==> config.mk <==
export PLATFORM = sky130hd
export DESIGN_NAME = mbx_dual_top
export DESIGN_NICKNAME = d
export VERILOG_FILES = /design/src/rtl/mbx_pkg.sv /design/src/rtl/mbx_slot.sv /design/src/rtl/mbx_port.sv /design/src/rtl/mbx_dual_top.sv
export SDC_FILE = /design/constraint.sdc
export NUM_CORES = 1
export LEC_CHECK = 0
export ABC_AREA = 0
export BUFFER_PORTS_ARGS = -buffer_cell sky130_fd_sc_hd__buf_4
export CORE_MARGIN = 1
export CORE_UTILIZATION = 50
export CTS_CLUSTER_DIAMETER = 30
export CTS_CLUSTER_SIZE = 25
export DETAILED_ROUTE_END_ITERATION = 10
export PLACE_DENSITY = 0.83
export RECOVER_POWER = 25
export SKIP_LAST_GASP = 1
export SLEW_MARGIN = 10
export SYNTH_ARGS = -nofsm -noshare
export SYNTH_HDL_FRONTEND = slang
export SYNTH_SLANG_ARGS = --single-unit
==> constraint.sdc <==
create_clock -name clk -period 1.6 [get_ports clk]
set_input_delay 0.16 -clock clk [delete_from_list [all_inputs] [get_ports clk]]
set_output_delay 0.16 -clock clk [all_outputs]
set_load 0.02 [all_outputs]
==> src/rtl/mbx_pkg.sv <==
package mbx_pkg;
  // Byte offsets of the register port
  localparam int unsigned TX_OFS    = 'h00;
  localparam int unsigned RX_OFS    = 'h10;
  localparam int unsigned STAT_OFS  = 'h20;
  localparam int unsigned CTRL_OFS  = 'h24;
  // Flag groups; channel 0 takes the top bit of each group
  localparam int unsigned EMPTY_LSB = 20;
  localparam int unsigned FULL_LSB  = 24;
  localparam int unsigned ERR_BIT   = 9;

  function automatic int unsigned empty_pos(int unsigned ch, int unsigned nch);
    return EMPTY_LSB + (nch - 1 - ch);
  endfunction

  function automatic int unsigned full_pos(int unsigned ch, int unsigned nch);
    return FULL_LSB + (nch - 1 - ch);
  endfunction

  function automatic logic [63:0] flag_mask(int unsigned nch);
    logic [63:0] m;
    m = '0;
    for (int unsigned c = 0; c < nch; c++) begin
      m[empty_pos(c, nch)] = 1'b1;
      m[full_pos(c, nch)]  = 1'b1;
    end
    return m;
  endfunction
endpackage

==> src/rtl/mbx_slot.sv <==
// One-word message slot for one channel in one direction.
module mbx_slot #(
  parameter int unsigned DW = 32
) (
  input  logic          clk,
  input  logic          rst_n,
  input  logic          push,
  input  logic          pop,
  input  logic [DW-1:0] wdata,
  output logic          full,
  output logic [DW-1:0] data
);
  logic          full_q;
  logic [DW-1:0] data_q;

  always_ff @(posedge clk or negedge rst_n) begin
    if (!rst_n) begin
      full_q <= 1'b0;
      data_q <= '0;
    end else if (push && !full_q) begin
      full_q <= 1'b1;
      data_q <= wdata;
    end else if (pop) begin
      full_q <= 1'b0;
    end
  end

  assign full = full_q;
  assign data = data_q;
endmodule

==> src/rtl/mbx_port.sv <==
// Register file, decode and interrupt of one side.
module mbx_port #(
  parameter int unsigned NCH = 4,
  parameter int unsigned DW  = 32,
  parameter int unsigned AW  = 6
) (
  input  logic                   clk,
  input  logic                   rst_n,
  input  logic                   wr_en,
  input  logic                   rd_en,
  input  logic [AW-1:0]          addr,
  input  logic [DW-1:0]          wdata,
  input  logic [NCH-1:0]         tx_full,
  input  logic [NCH-1:0]         rx_full,
  input  logic [NCH-1:0][DW-1:0] rx_data,
  output logic [NCH-1:0]         tx_push,
  output logic [NCH-1:0]         rx_pop,
  output logic [DW-1:0]          rdata,
  output logic                   rvalid,
  output logic                   irq,
  output logic [DW-1:0]          ctrl
);
  import mbx_pkg::*;

  localparam logic [DW-1:0] FLAG_MASK = DW'(flag_mask(NCH));
  localparam logic [AW-1:0] STAT_A    = AW'(STAT_OFS);
  localparam logic [AW-1:0] CTRL_A    = AW'(CTRL_OFS);

  logic [NCH-1:0] tx_hit, rx_hit;
  logic [DW-1:0]  ctrl_q, stat_w, rd_mux, rdata_q;
  logic           err_q, rvalid_q, err_set, err_clr;

  for (genvar n = 0; n < NCH; n++) begin : g_dec
    assign tx_hit[n]  = (addr == AW'(TX_OFS + 4 * n));
    assign rx_hit[n]  = (addr == AW'(RX_OFS + 4 * n));
    assign tx_push[n] = wr_en & tx_hit[n];
    assign rx_pop[n]  = rd_en & rx_hit[n];
  end

  assign err_set = wr_en & |(tx_hit & tx_full);
  assign err_clr = wr_en & (addr == STAT_A) & wdata[ERR_BIT];

  always_ff @(posedge clk or negedge rst_n) begin
    if (!rst_n) begin
      ctrl_q <= '0;
      err_q  <= 1'b0;
    end else begin
      if (wr_en && addr == CTRL_A) ctrl_q <= wdata & FLAG_MASK;
      if (err_set)      err_q <= 1'b1;
      else if (err_clr) err_q <= 1'b0;
    end
  end

  always_comb begin
    stat_w = '0;
    for (int unsigned n = 0; n < NCH; n++) begin
      stat_w[empty_pos(n, NCH)] = ~tx_full[n];
      stat_w[full_pos(n, NCH)]  = rx_full[n];
    end
    stat_w[ERR_BIT] = err_q;
  end

  always_comb begin
    rd_mux = '0;
    if (addr == STAT_A) rd_mux = stat_w;
    if (addr == CTRL_A) rd_mux = ctrl_q;
    for (int unsigned n = 0; n < NCH; n++)
      if (rx_hit[n]) rd_mux = rx_data[n];
  end

  always_ff @(posedge clk or negedge rst_n) begin
    if (!rst_n) begin
      rdata_q  <= '0;
      rvalid_q <= 1'b0;
    end else begin
      rvalid_q <= rd_en;
      if (rd_en) rdata_q <= rd_mux;
    end
  end

  assign irq    = |(stat_w & ctrl_q & FLAG_MASK);
  assign rdata  = rdata_q;
  assign rvalid = rvalid_q;
  assign ctrl   = ctrl_q;
endmodule

==> src/rtl/mbx_dual_top.sv <==
module mbx_dual_top #(
  parameter int unsigned NCH = 4,
  parameter int unsigned DW  = 32,
  parameter int unsigned AW  = 6
) (
  input  logic          clk,
  input  logic          rst_n,
  input  logic          a_wr_en,
  input  logic          a_rd_en,
  input  logic [AW-1:0] a_addr,
  input  logic [DW-1:0] a_wdata,
  output logic [DW-1:0] a_rdata,
  output logic          a_rvalid,
  output logic          a_irq,
  input  logic          b_wr_en,
  input  logic          b_rd_en,
  input  logic [AW-1:0] b_addr,
  input  logic [DW-1:0] b_wdata,
  output logic [DW-1:0] b_rdata,
  output logic          b_rvalid,
  output logic          b_irq
);
  logic [NCH-1:0]         ab_full, ba_full;
  logic [NCH-1:0][DW-1:0] ab_data, ba_data;
  logic [NCH-1:0]         a_push, a_pop, b_push, b_pop;
  logic [DW-1:0]          a_ctrl, b_ctrl;

  for (genvar n = 0; n < NCH; n++) begin : g_slot
    mbx_slot #(.DW(DW)) u_ab (
      .clk(clk), .rst_n(rst_n), .push(a_push[n]), .pop(b_pop[n]),
      .wdata(a_wdata), .full(ab_full[n]), .data(ab_data[n]));
    mbx_slot #(.DW(DW)) u_ba (
      .clk(clk), .rst_n(rst_n), .push(b_push[n]), .pop(a_pop[n]),
      .wdata(b_wdata), .full(ba_full[n]), .data(ba_data[n]));
  end

  mbx_port #(.NCH(NCH), .DW(DW), .AW(AW)) u_port_a (
    .clk(clk), .rst_n(rst_n), .wr_en(a_wr_en), .rd_en(a_rd_en),
    .addr(a_addr), .wdata(a_wdata), .tx_full(ab_full), .rx_full(ba_full),
    .rx_data(ba_data), .tx_push(a_push), .rx_pop(a_pop), .rdata(a_rdata),
    .rvalid(a_rvalid), .irq(a_irq), .ctrl(a_ctrl));

  mbx_port #(.NCH(NCH), .DW(DW), .AW(AW)) u_port_b (
    .clk(clk), .rst_n(rst_n), .wr_en(b_wr_en), .rd_en(b_rd_en),
    .addr(b_addr), .wdata(b_wdata), .tx_full(ba_full), .rx_full(ab_full),
    .rx_data(ab_data), .tx_push(b_push), .rx_pop(b_pop), .rdata(b_rdata),
    .rvalid(b_rvalid), .irq(b_irq), .ctrl(b_ctrl));
endmodule

### After elaboration in Yosys (flattened, before gate mapping)

Cells that the tools add are included.

| word-level totals | value |
|---|---|
| register bits after elaboration | 348 |
| input bits | 82 |
| output and inout bits | 68 |
| word-level logic and storage cells | 142 |

| operators by class | value |
|---|---|
| equality and inequality tests | 18 |
| multiplexer cells | 32 |
| bitwise logic cells | 34 |
| reductions and logical operators | 34 |

Operator list:

| operator | count |
|---|---|
| two-way mux 32 bit | 8 |
| two-way mux 28 bit | 4 |
| bitwise AND 28 bit | 2 |
| equality test 6 x 5 -> 1 bit, second input constant | 8 |
| equality test 6 x 4 -> 1 bit, second input constant | 4 |
| equality test 6 bit, second input constant | 4 |
| bitwise AND 1 bit | 22 |
| two-way mux 1 bit | 20 |
| nonzero test 2 bit | 10 |
| OR reduction 8 bit | 2 |
| equality test 6 x 3 -> 1 bit, second input constant | 2 |
| zero test 6 bit | 2 |
| logical AND 1 bit | 10 |
| bitwise AND 4 bit | 2 |
| zero test 1 bit | 8 |
| NOT 1 bit | 8 |
| OR reduction 4 bit | 2 |

### Logic depth before layout (Yosys ltp)

| logic depth | value |
|---|---|
| depth after elaboration | 7 |
| gate-level depth with buffers | 7 |
| gate-level depth less buffers | 4 |

### Modules after synthesis

A second synthesis with hierarchy kept.

| second synthesis, totals | value |
|---|---|
| cell total of the unflattened synthesis | 1402 |
| area total of the unflattened synthesis | 18027.3 sq um |

By module, submodules not included:

| module | times used | cells each | area an instance (sq um) | seq. area each (sq um) |
|---|---|---|---|---|
| mbx_slot | 8 | 72 | 1385.1 | 825.8 |
| mbx_port | 2 | 413 | 3473.3 | 1051.0 |

### Worst setup path before layout

OpenSTA, ideal clock, no wires.

| timing path | value |
|---|---|
| path type | input -> register |
| from | input port b_addr[4] |
| to | register g_slot[3].u_ba.data_q[10] |
| library setup time | 0.125 ns |
| data arrival time | 1.609 ns |
| required time | 1.475 ns |
| slack | -0.133 ns |
| stages | 6 |
| path buffers | 2 |
| path through | nor4b_4 nand2b_1 buf_2 nor3_2 buf_6 mux2_2 |

| between the ends | value |
|---|---|
| cells in the longest elaborated chain, start to end | 3 |

RTL lines:

| item | RTL line | text |
|---|---|---|
| start: declaration | mbx_dual_top.sv:17 | `input logic [AW-1:0] b_addr,` |
| equality test 6 x 4 -> 1 bit | mbx_port.sv:34 | `assign tx_hit[n] = (addr == AW'(TX_OFS + 4 * n));` |
| bitwise AND 1 bit | mbx_port.sv:36 | `assign tx_push[n] = wr_en & tx_hit[n];` |
| logical AND 1 bit | mbx_slot.sv:20 | `end else if (push && !full_q) begin` |
| end signal: assignment | mbx_slot.sv:22 | `data_q <= wdata;` |
| end: declaration | mbx_slot.sv:14 | `logic [DW-1:0] data_q;` |

Every way passes these cells.
A chain may end at the register's enable or synchronous reset.

### Worst setup path after layout

| timing path | value |
|---|---|
| from | register g_slot[0].u_ba.full_q |
| to | output port b_irq |

| between the ends | value |
|---|---|
| cells in the longest elaborated chain, start to end | 3 |

RTL lines:

| item | RTL line | text |
|---|---|---|
| start: declaration | mbx_slot.sv:13 | `logic full_q;` |
| start signal: assignment | mbx_slot.sv:18 | `full_q <= 1'b0;` |
| start signal: assignment | mbx_slot.sv:21 | `full_q <= 1'b1;` |
| start signal: assignment | mbx_slot.sv:24 | `full_q <= 1'b0;` |
| NOT 1 bit | mbx_port.sv:57 | `stat_w[empty_pos(n, NCH)] = ~tx_full[n];` |
| bitwise AND 28 bit | mbx_port.sv:81 | `assign irq = \|(stat_w & ctrl_q & FLAG_MASK);` |
| OR reduction 8 bit | mbx_port.sv:81 |  |
| end: declaration | mbx_dual_top.sv:21 | `output logic b_irq` |

Every way passes these cells.

==> run summary <==
Status = finished, violations left
Failing checks = design-rule violations, negative setup slack
# DRC = 29
Dpl hpwl = 25500 um
Pin count of the biggest net entering global routing = 72
Fmax = 545 MHz
Vias = 11900
Flops & latches, synth = 348
Final critical-path share of the clock period = 115%
Flop pwr share = 39.0%
Final hold violations = 0
DIE WIDTH = 179 um
Max-slew violation count = 0
Area grow syn2layout = 35.9%
Post-layout net count = 1593
Gr usage total = 27.4%
TritonCTS Buffers = 58
Placed insts = 1740
Critical path type = flip-flop to output pin
Die area = 32200 sq um
Global-route wire length before repair = 69800 um
Internal cell power = 19.6 mW
Combinational power share = 11.3%
Initial Util = 51.2%
Mapped cell area = 15700 sq um
CTS tree = done
Port bufs = 149
Pwr Density = 1220 nW/um^2
Psw = 6.57 mW
LEAKAGE = 10.3 nW
Final setup violation count = 84
Clock power frac = 49.7%
WHS Endpoint = g_slot[0].u_ab.full
Crit path required time = 1.44 ns
Synth unique cells = 50
Clock Tree Root = clkbuf_16
DIE HEIGHT = 179 um
I/O Pins = 150
Antenna viol nets, final = 0
Post-synthesis net count = 1279
Syn Inst Count = 1197
Reg2reg end = g_slot[0].u_ba.data[18]
Seq/Total Area, Yosys = 55.3%
Hold crit path type = input pin to flip-flop
RSZ-0062 raised after global routing = true
Share of layout cells above drive strength 1 = 44.2%
Clock-pin slew on the worst setup and hold paths = 0.05 ns
Synth Warn # = 0
FF-to-FF Start = g_slot[0].u_ba.full
Peak VDD IR = 1.00 mV
CTS sink count = 348
Core Area = 30700 sq um
Diode count = 0
Final WS setup = -0.236 ns
Wire per inst = 25.0 um
Crit path max-delay family = buffers and inverters
Max FO, Critical Path = 4
Min cycle time layout = 1.84 ns
Synth async-reset ratio = 100%
Multi-input logic area = 6810 sq um
# rows = 64
Sum Neg Setup Slack = -4.39 ns
Power, Total = 26.1 mW
Min-delay src = b_addr[3]
Initial DRC Count = 1106
FILL cells = 1938
RePlAce Congestion = 0.891
Max cap viols = 0
Worst-Margin Slew = 0.956 ns
CP Capture Type = output pin
Startpoint Class = flip-flop
R2r worst-path depth = 7
Crit path launch = g_slot[0].u_ba.full
Rel. slew slack = 36.2%
Synth Flop Type = dfrtp_1
GR Overflow Total = 0
Non-filler cells, final = 1956
Setup Skew = 0.0208 ns
Critical path data arrival time = 1.68 ns
Max stage delay on crit path = 0.36 ns
Clk_lat worst skew = 0.58 ns
Sw Share = 25.1%
Number of global-route vias before repair = 12800
Hold path cells = 3
Reg-to-reg setup timing slack = -0.11 ns
Antenna violations before repair = 0
Top cell by count, worst path = buf_6
Post-synth EDFFs = 0
CTS Buffer Depth = 3
Critical Path Stages = 5
Buf/Inv on CP = 3
Avg Cell Area, Syn = 13.1 sq um
Register Area = 8710 sq um
DRT Pass-1 Iters = 8
CP max stage cell = dfrtp_1
Critical-path cell list = buf_6 -> inv_1 -> a22oi_2 -> nand4_1 -> buf_6
H-tree depth = 2
Vias per cell = 6.10
Total wire length = 48900 um
-- cell families (layout without fill, tap and decap cells) --
family	after synthesis	count (layout)	synth area share (%)
AO/OA/AOI/OAI	240	240	10.6
buffers and inverters	94	457	3.01
flip-flops	348	348	55.3
multiplexers	325	325	24.4
AND/OR/NAND/NOR	190	190	6.66
-- sequential cells by signal, summed over array words and instances (netlist names) --
| signal | cells |
|---|---|
| u_port_b.err_q | 1 |
| u_port_a.err_q | 1 |
| g_slot.u_ab.data | 128 |
| u_port_b.rdata | 32 |
| u_port_a.ctrl | 8 |
| g_slot.u_ab.full | 4 |
| g_slot.u_ba.full | 4 |
| u_port_b.ctrl | 8 |
| u_port_a.rdata | 32 |
| g_slot.u_ba.data | 128 |
| u_port_b.rvalid | 1 |
| u_port_a.rvalid | 1 |
-- power groups by stage --
stage               Sequential [mW]  Combinational [mW]  Clock (mW)
finish                         10.2                2.95        13.0
floorplan                      10.1                1.39           0
detailed placement             10.3                2.41           0
CTS                            10.1                2.77        13.0
global route                   10.3                3.14        13.5
global placement               10.2                2.30           0
-- synth_stat cells, types with 4 or more instances --
cell / number / area share, %
dfrtp_1: 348 / 55
mux2_2: 220 / 16
clkbuf_1: 46 / 1.1
a2bb2oi_1: 24 / 1.3
buf_2: 24 / 0.76
o21ai_0: 91 / 2.9
a221o_1: 26 / 1.7
nand2b_1: 9 / 0.36
a211oi_1: 4 / 0.19
a22oi_1: 47 / 2.2
a31oi_1: 9 / 0.36
nor3_1: 5 / 0.16
a221oi_1: 8 / 0.45
a22o_1: 9 / 0.50
nor2_1: 40 / 0.95
nor2b_1: 50 / 2.0
or2_2: 4 / 0.16
mux2_4: 58 / 5.5
mux2i_1: 43 / 2.7
o21ai_1: 8 / 0.25
o221ai_1: 8 / 0.45
nand2_1: 53 / 1.3
inv_1: 9 / 0.21
buf_6: 12 / 0.86
-- worst max path at each step --
stage                                    endpoint
after floorplan                 u_port_a.ctrl[20]
after global placement     g_slot[1].u_ab.data[4]
after detailed placement  g_slot[1].u_ab.data[13]
after CTS                                   b_irq
after global routing                        b_irq
final                                       b_irq
-- worst reg2reg max path, cell delays in order (launching register included) --
cell and delay [ns]:
dfrtp_1 0.39, buf_4 0.14, buf_4 0.13, nor4_4 0.14, buf_6 0.19, buf_4 0.14, clkbuf_16 0.15, mux2_4 0.31
-- layout make-up --
cell class,count,share of cell area (%)
tap,396,2.32
multi-input combinational,755,31.8
clock inverter,42,2.36
sequential,348,40.7
inverter,9,0.158
timing repair buffer,339,15.3
clock buffer,67,7.28
-- per-layer routing --
layer / routed length (um) / part of all wire [%] / vias to the layer above / global-route usage [%]
met2: 24200 / 50 / 661 / 46.8
met4: 2150 / 4.4 / 0 / 12.0
li1: - / - / 5029 / -
met5: 0 / 0 / - / 0
met1: 18200 / 37 / 6080 / 33.3
met3: 4350 / 8.9 / 171 / 6.28
-- timing repair --
action                     CTS  global route
setup endpoints to repair    2           165
cloned                       0            16
resized for setup           17            51
setup buffers               15             9
hold buffers                67             0
pin swaps                    2             9
hold endpoints to repair   628             0
-- metrics by stage --
| step | hold WS (ns) | utilization, % | setup slack [ns] | area (sq um) |
|---|---|---|---|---|
| final | 0.0418 | 69.6 | -0.236 | 21400 |
| after global routing | 0.0673 | 69.6 | -0.250 | 21400 |
| after CTS | 0.0102 | 67.8 | -0.180 | 20800 |
| after detailed placement | 0.0540 | 58.3 | -0.381 | 17900 |
| after global placement | 0.0504 | 58.3 | -0.362 | 17900 |
| after floorplan | -0.136 | - | -0.126 | 15900 |
-- cells in the final DEF (no fill, tap or decap), types with 24 or more instances in the layout --
cell type,n
a221o_1,26
a22oi_1,40
a2bb2oi_1,24
buf_12,26
buf_4,213
clkbuf_16,70
dfrtp_1,345
dlygate4sd3_1,67
mux2_2,171
mux2_4,108
mux2i_1,43
nand2_1,53
nor2_1,38
nor2b_1,50
o21ai_0,91
(Power assumes the default switching activity.)
